$ cat config.mk
export PLATFORM = sky130hd
export DESIGN_NAME = bpsk_answer_tx
export DESIGN_NICKNAME = d
export VERILOG_FILES = /design/src/rtl/bpsk_tx_pkg.sv /design/src/rtl/bpsk_tx_timeline.sv /design/src/rtl/bpsk_tx_bytebuf.sv /design/src/rtl/bpsk_tx_crc.sv /design/src/rtl/bpsk_tx_framer.sv /design/src/rtl/bpsk_answer_tx.sv
export SDC_FILE = /design/constraint.sdc
export NUM_CORES = 1
export LEC_CHECK = 0
export ABC_AREA = 1
export CAP_MARGIN = 20
export CORE_ASPECT_RATIO = 1.4
export CORE_UTILIZATION = 45
export CTS_CLUSTER_SIZE = 16
export DETAILED_ROUTE_END_ITERATION = 8
export DONT_BUFFER_PORTS = 1
export SYNTH_ARGS = -nofsm -noshare
export SYNTH_HDL_FRONTEND = slang
export SYNTH_SLANG_ARGS = --single-unit
$ cat constraint.sdc
create_clock -name clk_i -period 2.8 [get_ports clk_i]
set_clock_uncertainty 0.15 [all_clocks]
set_input_delay 0.42 -clock clk_i [delete_from_list [all_inputs] [get_ports clk_i]]
set_output_delay 0.42 -clock clk_i [all_outputs]
set_load 0.05 [all_outputs]
$ cat src/rtl/bpsk_tx_pkg.sv
`timescale 1ns/1ps
package bpsk_tx_pkg;

  typedef enum logic [1:0] {PH_IDLE, PH_GUARD, PH_PRE, PH_BITS} phase_e;
  typedef enum logic [2:0] {SEG_SOF, SEG_DATA, SEG_CRCL, SEG_CRCH, SEG_EOF} seg_e;

  localparam int unsigned DELIM_LOW = 10;  // low bits of a delimiter
  localparam int unsigned DELIM_LEN = 12;  // delimiter length in bits
  localparam int unsigned CHAR_LEN  = 10;  // start + 8 data + stop

  // one byte through the reflected CRC register, bit 0 first
  function automatic logic [15:0] crc_step(logic [15:0] crc, logic [7:0] din);
    logic [15:0] c;
    c = crc;
    for (int i = 0; i < 8; i++) begin
      if (c[0] ^ din[i]) c = (c >> 1) ^ 16'h8408;
      else               c = c >> 1;
    end
    return c;
  endfunction

endpackage

$ cat src/rtl/bpsk_tx_timeline.sv
`timescale 1ns/1ps
module bpsk_tx_timeline
  import bpsk_tx_pkg::*;
#(
  parameter int unsigned GUARD_HALF   = 256,
  parameter int unsigned PRE_HALF     = 256,
  parameter int unsigned HALF_PER_BIT = 16
) (
  input  logic   clk_i,
  input  logic   rst_ni,
  input  logic   tick_i,
  input  logic   start_i,
  input  logic   last_bit_i,
  output logic   busy_o,
  output logic   init_o,
  output logic   bit_adv_o,
  output phase_e phase_o,
  output logic   sc_o
);
  localparam int unsigned CNT_MAX0 = (GUARD_HALF > PRE_HALF) ? GUARD_HALF : PRE_HALF;
  localparam int unsigned CNT_MAX  = (CNT_MAX0 > HALF_PER_BIT) ? CNT_MAX0 : HALF_PER_BIT;
  localparam int unsigned CNT_W    = $clog2(CNT_MAX + 1);
  localparam logic [CNT_W-1:0] GUARD_LIM = CNT_W'(GUARD_HALF);
  localparam logic [CNT_W-1:0] PRE_LIM   = CNT_W'(PRE_HALF - 1);
  localparam logic [CNT_W-1:0] BIT_LIM   = CNT_W'(HALF_PER_BIT - 1);

  phase_e           phase_q;
  logic [CNT_W-1:0] cnt_q;
  logic             sc_q;

  assign busy_o    = (phase_q != PH_IDLE);
  assign init_o    = (phase_q == PH_IDLE) && start_i;
  assign bit_adv_o = (phase_q == PH_BITS) && tick_i && (cnt_q == BIT_LIM);
  assign phase_o   = phase_q;
  assign sc_o      = sc_q;

  always_ff @(posedge clk_i or negedge rst_ni) begin
    if (!rst_ni) begin
      phase_q <= PH_IDLE;
      cnt_q   <= '0;
      sc_q    <= 1'b0;
    end else begin
      case (phase_q)
        PH_IDLE: if (start_i) begin
          phase_q <= PH_GUARD;
          cnt_q   <= '0;
        end
        // guard ends one tick late so the partial first interval never shortens it
        PH_GUARD: if (tick_i) begin
          if (cnt_q == GUARD_LIM) begin
            phase_q <= PH_PRE;
            cnt_q   <= '0;
            sc_q    <= 1'b1;
          end else cnt_q <= cnt_q + 1'b1;
        end
        PH_PRE: if (tick_i) begin
          sc_q <= ~sc_q;
          if (cnt_q == PRE_LIM) begin
            phase_q <= PH_BITS;
            cnt_q   <= '0;
          end else cnt_q <= cnt_q + 1'b1;
        end
        PH_BITS: if (tick_i) begin
          sc_q <= ~sc_q;
          if (cnt_q == BIT_LIM) begin
            cnt_q <= '0;
            if (last_bit_i) begin
              phase_q <= PH_IDLE;
              sc_q    <= 1'b0;
            end
          end else cnt_q <= cnt_q + 1'b1;
        end
        default: phase_q <= PH_IDLE;
      endcase
    end
  end
endmodule

$ cat src/rtl/bpsk_tx_bytebuf.sv
`timescale 1ns/1ps
module bpsk_tx_bytebuf (
  input  logic       clk_i,
  input  logic       rst_ni,
  input  logic       init_i,
  input  logic       busy_i,
  input  logic [7:0] byte_i,
  input  logic       valid_i,
  input  logic       last_i,
  input  logic       take_i,
  output logic       ready_o,
  output logic       accept_o,
  output logic       full_o,
  output logic [7:0] data_o,
  output logic       last_o
);
  logic       full_q, last_q, seen_last_q;
  logic [7:0] data_q;

  assign ready_o  = busy_i && !full_q && !seen_last_q;
  assign accept_o = ready_o && valid_i;
  assign full_o   = full_q;
  assign data_o   = data_q;
  assign last_o   = last_q;

  always_ff @(posedge clk_i or negedge rst_ni) begin
    if (!rst_ni) begin
      full_q      <= 1'b0;
      last_q      <= 1'b0;
      seen_last_q <= 1'b0;
      data_q      <= '0;
    end else if (init_i) begin
      full_q      <= 1'b0;
      seen_last_q <= 1'b0;
    end else if (accept_o) begin
      full_q      <= 1'b1;
      data_q      <= byte_i;
      last_q      <= last_i;
      seen_last_q <= last_i;
    end else if (take_i) begin
      full_q      <= 1'b0;
    end
  end
endmodule

$ cat src/rtl/bpsk_tx_crc.sv
`timescale 1ns/1ps
module bpsk_tx_crc
  import bpsk_tx_pkg::*;
(
  input  logic        clk_i,
  input  logic        rst_ni,
  input  logic        init_i,
  input  logic        accept_i,
  input  logic [7:0]  byte_i,
  output logic [15:0] crc_o
);
  logic [15:0] crc_q;

  assign crc_o = ~crc_q;

  always_ff @(posedge clk_i or negedge rst_ni) begin
    if (!rst_ni)       crc_q <= 16'hFFFF;
    else if (init_i)   crc_q <= 16'hFFFF;
    else if (accept_i) crc_q <= crc_step(crc_q, byte_i);
  end
endmodule

$ cat src/rtl/bpsk_tx_framer.sv
`timescale 1ns/1ps
module bpsk_tx_framer
  import bpsk_tx_pkg::*;
(
  input  logic        clk_i,
  input  logic        rst_ni,
  input  logic        init_i,
  input  logic        adv_i,
  input  logic        buf_full_i,
  input  logic [7:0]  buf_byte_i,
  input  logic        buf_last_i,
  input  logic [15:0] crc_i,
  output logic        bit_o,
  output logic        take_o,
  output logic        last_bit_o
);
  localparam logic [3:0] IDX_DLOW = 4'(DELIM_LOW);
  localparam logic [3:0] IDX_DEND = 4'(DELIM_LEN - 1);
  localparam logic [3:0] IDX_CEND = 4'(CHAR_LEN - 1);

  seg_e       seg_q;
  logic [3:0] idx_q;
  logic [7:0] sh_q;
  logic       lastc_q, fill_q;
  logic       load_pt, in_char;

  assign in_char = (seg_q == SEG_DATA) || (seg_q == SEG_CRCL) || (seg_q == SEG_CRCH);
  // points where the next payload character may begin
  assign load_pt = ((seg_q == SEG_SOF) && (idx_q == IDX_DEND)) ||
                   ((seg_q == SEG_DATA) && (fill_q || ((idx_q == IDX_CEND) && !lastc_q)));
  assign take_o     = adv_i && load_pt && buf_full_i;
  assign last_bit_o = (seg_q == SEG_EOF) && (idx_q == IDX_DEND);

  always_comb begin
    if (!in_char)                bit_o = (idx_q >= IDX_DLOW);
    else if (fill_q)             bit_o = 1'b1;
    else if (idx_q == '0)        bit_o = 1'b0;
    else if (idx_q == IDX_CEND)  bit_o = 1'b1;
    else                         bit_o = sh_q[0];
  end

  always_ff @(posedge clk_i or negedge rst_ni) begin
    if (!rst_ni) begin
      seg_q   <= SEG_SOF;
      idx_q   <= '0;
      sh_q    <= '0;
      lastc_q <= 1'b0;
      fill_q  <= 1'b0;
    end else if (init_i) begin
      seg_q  <= SEG_SOF;
      idx_q  <= '0;
      fill_q <= 1'b0;
    end else if (adv_i) begin
      if (load_pt) begin
        seg_q <= SEG_DATA;
        idx_q <= '0;
        if (buf_full_i) begin
          sh_q    <= buf_byte_i;
          lastc_q <= buf_last_i;
          fill_q  <= 1'b0;
        end else begin
          fill_q  <= 1'b1;
        end
      end else if (in_char && (idx_q == IDX_CEND)) begin
        idx_q <= '0;
        case (seg_q)
          SEG_DATA: begin seg_q <= SEG_CRCL; sh_q <= crc_i[7:0];  end
          SEG_CRCL: begin seg_q <= SEG_CRCH; sh_q <= crc_i[15:8]; end
          default:  seg_q <= SEG_EOF;
        endcase
      end else begin
        idx_q <= idx_q + 1'b1;
        if (in_char && (idx_q != '0)) sh_q <= sh_q >> 1;
      end
    end
  end
endmodule

$ cat src/rtl/bpsk_answer_tx.sv
`timescale 1ns/1ps
module bpsk_answer_tx
  import bpsk_tx_pkg::*;
#(
  parameter int unsigned SC_PER_BIT  = 8,
  parameter int unsigned GUARD_SC    = 128,
  parameter int unsigned PREAMBLE_SC = 128
) (
  input  logic       clk_i,
  input  logic       rst_ni,
  input  logic       sc_tick_i,
  input  logic       start_i,
  input  logic [7:0] byte_i,
  input  logic       byte_valid_i,
  input  logic       byte_last_i,
  output logic       byte_ready_o,
  output logic       busy_o,
  output logic       mod_o
);
  localparam int unsigned HALF_PER_BIT = 2 * SC_PER_BIT;
  localparam int unsigned GUARD_HALF   = 2 * GUARD_SC;
  localparam int unsigned PRE_HALF     = 2 * PREAMBLE_SC;

  phase_e      phase;
  logic        sc, init, bit_adv, last_bit, cur_bit, take, accept;
  logic        buf_full, buf_last;
  logic [7:0]  buf_byte;
  logic [15:0] crc;

  bpsk_tx_timeline #(
    .GUARD_HALF  (GUARD_HALF),
    .PRE_HALF    (PRE_HALF),
    .HALF_PER_BIT(HALF_PER_BIT)
  ) u_timeline (
    .clk_i     (clk_i),
    .rst_ni    (rst_ni),
    .tick_i    (sc_tick_i),
    .start_i   (start_i),
    .last_bit_i(last_bit),
    .busy_o    (busy_o),
    .init_o    (init),
    .bit_adv_o (bit_adv),
    .phase_o   (phase),
    .sc_o      (sc)
  );

  bpsk_tx_bytebuf u_buf (
    .clk_i   (clk_i),
    .rst_ni  (rst_ni),
    .init_i  (init),
    .busy_i  (busy_o),
    .byte_i  (byte_i),
    .valid_i (byte_valid_i),
    .last_i  (byte_last_i),
    .take_i  (take),
    .ready_o (byte_ready_o),
    .accept_o(accept),
    .full_o  (buf_full),
    .data_o  (buf_byte),
    .last_o  (buf_last)
  );

  bpsk_tx_crc u_crc (
    .clk_i   (clk_i),
    .rst_ni  (rst_ni),
    .init_i  (init),
    .accept_i(accept),
    .byte_i  (byte_i),
    .crc_o   (crc)
  );

  bpsk_tx_framer u_framer (
    .clk_i     (clk_i),
    .rst_ni    (rst_ni),
    .init_i    (init),
    .adv_i     (bit_adv),
    .buf_full_i(buf_full),
    .buf_byte_i(buf_byte),
    .buf_last_i(buf_last),
    .crc_i     (crc),
    .bit_o     (cur_bit),
    .take_o    (take),
    .last_bit_o(last_bit)
  );

  // logic 1 keeps the preamble phase, logic 0 inverts it
  always_comb begin
    case (phase)
      PH_PRE:  mod_o = sc;
      PH_BITS: mod_o = sc ^ ~cur_bit;
      default: mod_o = 1'b0;
    endcase
  end
endmodule

Word level (Yosys, flattened, before mapping):

Index checks and enable logic that the tools add are counted.

* flip-flop bits (word level): 56
* input port bits: 14
* output and inout port bits: 3
* logic and storage cells: 176

* add/sub/neg operators: 2
* order comparisons: 1
* eq/ne operators: 22
* mux-type cells: 76
* bitwise logic cells: 21
* reduce and logical (&&, ||, !) cells: 41

Operator list (number)
* $mux 16: 24
* $mux 9: 7
* $pmux 9 s4: 1
* $mux 8: 4
* $not 2->3: 8
* $mux 1: 19
* $mux 2: 8
* $mux 4: 4
* $not 16->16: 1
* $pmux 8 s2: 1
* $logic_and 1x1->1: 14
* $ne 2x2->1 const B: 7
* $mux 3: 4
* $reduce_bool 3->1: 4
* $reduce_and 5->1: 2
* $add 9x1->9 const B: 1
* $eq 9x4->1 const B: 1
* $eq 9x8->1 const B: 1
* $eq 9x9->1 const B: 1
* $xor 1x1->1: 9
* $eq 4x4->1 const B: 2
* $pmux 2 s4: 1
* $reduce_and 4->1: 2
* $reduce_and 8->1: 1
* other kinds (21): 36

Depth between registers and ports, before layout:

* word-level depth: 34
* depth in mapped cells: 14
* depth with buffers taken out: 14

Cells and area by module:

From an unflattened synthesis, not the netlist that was laid out.

* cell total of the unflattened synthesis: 535
* area total of the unflattened synthesis: 3873.7 µm²

Modules (own cells, without submodules)
* bpsk_tx_framer: instances 1, cells an instance 192, area each 1335.0 µm², seq. area each 425.4 µm²
* bpsk_tx_crc: instances 1, cells an instance 156, area each 1053.5 µm², seq. area each 420.4 µm²
* bpsk_tx_timeline: instances 1, cells an instance 132, area each 983.4 µm², seq. area each 300.3 µm²
* bpsk_tx_bytebuf: instances 1, cells an instance 50, area each 475.5 µm², seq. area each 275.3 µm²
* bpsk_answer_tx: instances 1, cells an instance 5, area each 26.3 µm², seq. area each 0.0 µm²

Worst setup path after synthesis:

Ideal clock, no wire load.

* kind: register -> output
* from: register u_timeline.phase_q[0], in the netlist u_timeline.phase_o[0]
* to: output port mod_o
* arrival: 1857 ps
* required time: 2230 ps
* setup slack: 373 ps
* cell stages (with the launch flop): 5
* buffers on the path: 0
* cells stage by stage: dfrtp_1 > inv_1 > ha_1 > inv_1 > o21ai_0

* word-level cells in the longest chain between the ends: 2
* elaborated cells between the ends (all ways): 3
* classes of those cells: eq/ne (2); mux (1)

Ends and longest elaborated chain
* start: declaration: RTL line bpsk_tx_timeline.sv:27 `phase_e phase_q;`
* start signal: assignment: RTL line bpsk_tx_timeline.sv:39 `phase_q <= PH_IDLE;`
* start signal: assignment: RTL line bpsk_tx_timeline.sv:45 `phase_q <= PH_GUARD;`
* start signal: assignment: RTL line bpsk_tx_timeline.sv:51 `phase_q <= PH_PRE;`
* $eq 2x2->1: RTL line bpsk_answer_tx.sv:88 `case (phase)`
* $pmux 1 s2 *: RTL line bpsk_answer_tx.sv:88
* end: declaration: RTL line bpsk_answer_tx.sv:18 `output logic mod_o`

Mark *: on every way between the ends. The rest lies on a longest branch, timed or not.

Worst setup path in the final report:

* from: register u_framer.idx_q[1]
* to: output port mod_o

* word-level cells in the longest chain between the ends: 8
* elaborated cells between the ends (all ways): 10
* classes of those cells: order compare (1); eq/ne (1); mux (5); bitwise (2); reduce/logical (1)

Ends and longest elaborated chain
* start: declaration: RTL line bpsk_tx_framer.sv:22 `logic [3:0] idx_q;`
* start signal: assignment: RTL line bpsk_tx_framer.sv:72 `idx_q <= idx_q + 1'b1;`
* $eq 4x4->1: RTL line bpsk_tx_framer.sv:38 `else if (idx_q == IDX_CEND) bit_o = 1'b1;`
* $mux 1: RTL line bpsk_tx_framer.sv:38
* $mux 1: RTL line bpsk_tx_framer.sv:37 `else if (idx_q == '0) bit_o = 1'b0;`
* $mux 1: RTL line bpsk_tx_framer.sv:36 `else if (fill_q) bit_o = 1'b1;`
* $mux 1 *: RTL line bpsk_tx_framer.sv:35 `if (!in_char) bit_o = (idx_q >= IDX_DLOW);`
* $not 1->1 *: RTL line bpsk_answer_tx.sv:90 `PH_BITS: mod_o = sc ^ ~cur_bit;`
* $xor 1x1->1 *: RTL line bpsk_answer_tx.sv:90
* $pmux 1 s2 *: RTL line bpsk_answer_tx.sv:88

Marks and branches as above.

==> key figures <==
Status
  – Outcome: finished, final reports clean

STA
  – Final worst path period need: 2430 ps
  – Final hold vios: 0
  – Slew @ Worst Pin: 425 ps
  – Max Transition Viols Final: 0
  – Setup TNS: 0 ps
  – Slew HR: 71.6%
  – Final-report setup violation count: 0
  – Final worst-path cycle share: 86.9%
  – RSZ-0062 raised after global routing: no
  – Fmax: 0.411 GHz

Run
  – Max_cap viols: 0

Cells and area
  – Final non-filler cell area: 3810 sq um
  – P&R area growth vs syn: 6.72%
  – Nets: 515
  – Inserted Diodes: 0
  – Fraction of layout cells with a size suffix above 1: 14.1%

Critical path
  – Critical Path AT: 1860 ps
  – CP required: 2230 ps
  – Slowest-stage cell, CP: dfrtp_1
  – CP Class: reg -> out
  – Crit start category: register
  – Crit-path cells: inv_1 -> ha_1 -> nand2_1 -> nand2_1 -> nand3_1 -> nand3_1 -> nand2_1 -> nand3_1 -> o21ai_1 -> buf_4
  – Crit. End Element: output pin
  – Crit-path max FO: 5
  – CP max stage delay: 420 ps

Clocking
  – H-tree levels: 2
  – Post-CTS Hold Buffers: 2
  – Clock Sinks: 56
  – Post-CTS sizing: 0
  – CTS buffer count: 5
  – Root Buffer: clkbuf_8
  – Postcts setup bufs: 0
  – Clock network latency to the later pin of the worst-skew pair: 320 ps
  – CTS tree: done
  – Max clock buf depth: 2
  – Clk pin slew, worst setup/hold paths: 100 ps

Floorplan
  – Core area: just under 8000 sq um
  – Std-Cell Rows: 38
  – DIE HEIGHT: approximately 110 um
  – Starting Density: 46.4%
  – Die area: slightly above 8000 sq um
  – Width of the die: around 77 um
  – Io pins: 17

Yosys
  – Seq/Total Area, Yosys: 39.8%
  – Yosys reg bits: 56
  – Post-synthesis simple-gate area fraction: 35.6%
  – EDFF count, synth: 0
  – Yosys top cell area share: between 20% and 30%
  – Complex-gate fraction of the synthesized area: 7.56%
  – Synthesized instance count: 481
  – Synth Area in XOR/XNOR: 4.17%
  – Ys async rst share: between 90% and 100%
  – Main combinational cell family by area after synthesis: simple AND/OR/NAND/NOR gates
  – Proportion of synthesized area in mux cells: 0%
  – Synth Flop Type: dfrtp_1
  – Ys Warns: 0
  – Number of distinct library cells after synthesis: 38
  – Yosys top cell by area: dfrtp_1
  – Commonest cells in the netlist: nand2_1, inv_1, dfrtp_1
  – Mapped Nets: 508
  – Post-Synth Adder-Cell Area: 4.55%
  – Synth area leaders: dfrtp_1, nand2_1, dfstp_2, inv_1, nand3_1
  – Post-Syn Area: 3570 sq um
  – Syn_area_per_cell: 7.43 sq um
  – Most frequent cell after synthesis: nand2_1

Power
  – Peak VDD IR: roughly 0.47 mV
  – PD cells: approximately 830 nW/um^2
  – Total power: 3.15 mW
  – Leakage: 1.98 nW

GRT
  – Initial antenna violation count: 0
  – First-pass GRT wire length: 14.3 mm
  – Vias in the first global route: 3046
  – GRT Resource Usage Total: 22.2%
  – Remaining Overflow, GRT: 0
  – Largest net degree at the start of global routing: 57

Detailed routing
  – Via count: between 3k and 4k
  – Vias per cell: 5.10
  – Final ANT Viol Nets: 0
  – Drt wl/cell: 14.0 um
  – Total wire length after detailed routing: 8.23 mm
  – Detailed Route Iter0 Violations: 129
  – Drt pass-1 iters: 6
  – # DRC: 0

Place
  – DP Area: about 3700 sq um
  – Port buffer count: 0
  – Placer Congestion: 0.836
  – Dpl hpwl: ~6.3 mm

Worst hold path
  – Worst min path class: in -> reg
==> metrics by stage <==
stage	utilization [%]	hold slack (ps)	instances	worst slack, ps
after floorplan	-	-25.6	481	373
after global placement	47.9	-24.0	579	649
after detailed placement	47.9	-23.6	579	599
after CTS	49.5	41.0	589	340
after global routing	49.5	42.8	589	147
final	49.5	53.7	589	368
==> worst max-delay path, delay by kind of cell (launching register included) <==
| family | cells | cell delay, ps |
|---|---|---|
| and+or+nand+nor | 6 | 470 |
| DFF | 1 | 420 |
| buffers and inverters | 2 | 330 |
| adders and majority gates | 1 | 230 |
| AOI/OAI and AO/OA | 1 | 90 |
==> path summary, 6_finish.rpt <==
check / startpoint / endpoint / slack [ps] / depth (start not counted)
max: u_framer.idx_q[1] / mod_o / 370 / 10
min: byte_i[6] / u_buf.data_o[6] / 50 / 2
max reg2reg: u_timeline.cnt_q[0] / u_timeline.cnt_q[5] / 540 / 12
min reg2reg: u_buf.data_o[0] / u_buf.data_o[0] / 340 / 2
max in group asynchronous: rst_ni / u_crc.crc_q[6] / 1710 / 2
min in group asynchronous: rst_ni / u_timeline.cnt_q[4] / 490 / 2
==> routing by layer <==
metal | global-route usage, % | up-vias | share of wire (%)
met5 | 0 | - | 0
met4 | 12.0 | 0 | 3.6
met3 | 3.90 | 20 | 2.8
met2 | 41.6 | 45 | 53
met1 | 23.1 | 1396 | 40
li1 | - | 1541 | -
==> flip-flops by register name (all words and copies together) (netlist names) <==
register            flops
u_crc.crc_q            16
u_timeline.cnt_q        9
u_buf.data_o            8
u_framer.sh_q           8
u_framer.idx_q          4
u_framer.seg_q          3
u_timeline.phase_o      2
u_buf.full_o            1
u_buf.last_o            1
u_buf.seen_last_q       1
u_framer.fill_q         1
u_framer.lastc_q        1
u_timeline.sc_o         1
==> cell type report <==
class	instances	area (sq um)
Tap cell	100	125
Sequential cell	56	1420
Fill cell	816	3890
Multi-Input combinational cell	353	1850
Timing Repair Buffer	8	82.6
Clock inverter	3	18.8
Inverter	64	243
Clock buffer	5	68.8
==> layout by cell type, fill, tap and decap left out, drive strengths merged, types with 3 or more instances in the layout <==
cell type / n
nand4: 14
nor3: 5
xor2: 6
ha: 13
a31oi: 7
nor2: 38
clkbuf: 5
clkinv: 3
o22ai: 9
xnor2: 11
a21oi: 6
dfstp: 16
buf: 7
nand2: 175
nand3: 43
dfrtp: 40
inv: 64
o21ai: 19
==> power by group <==
part | total [mW] | leakage, nW | internal (mW) | switching [mW]
registers | 1.28 | 0.694 | 1.08 | 0.201
clock network | 0.459 | 0.0479 | 0.176 | 0.283
logic | 1.41 | 1.24 | 0.491 | 0.921
==> logic make-up after synthesis <==
kind of cell	after synthesis
AO/OA/AOI/OAI	45
adder cells (fa/ha/maj)	13
AND/OR/NAND/NOR	278
XOR/XNOR	17
buffers and inverters	72
flip-flops	56
Power figures use the tool's default switching activity.
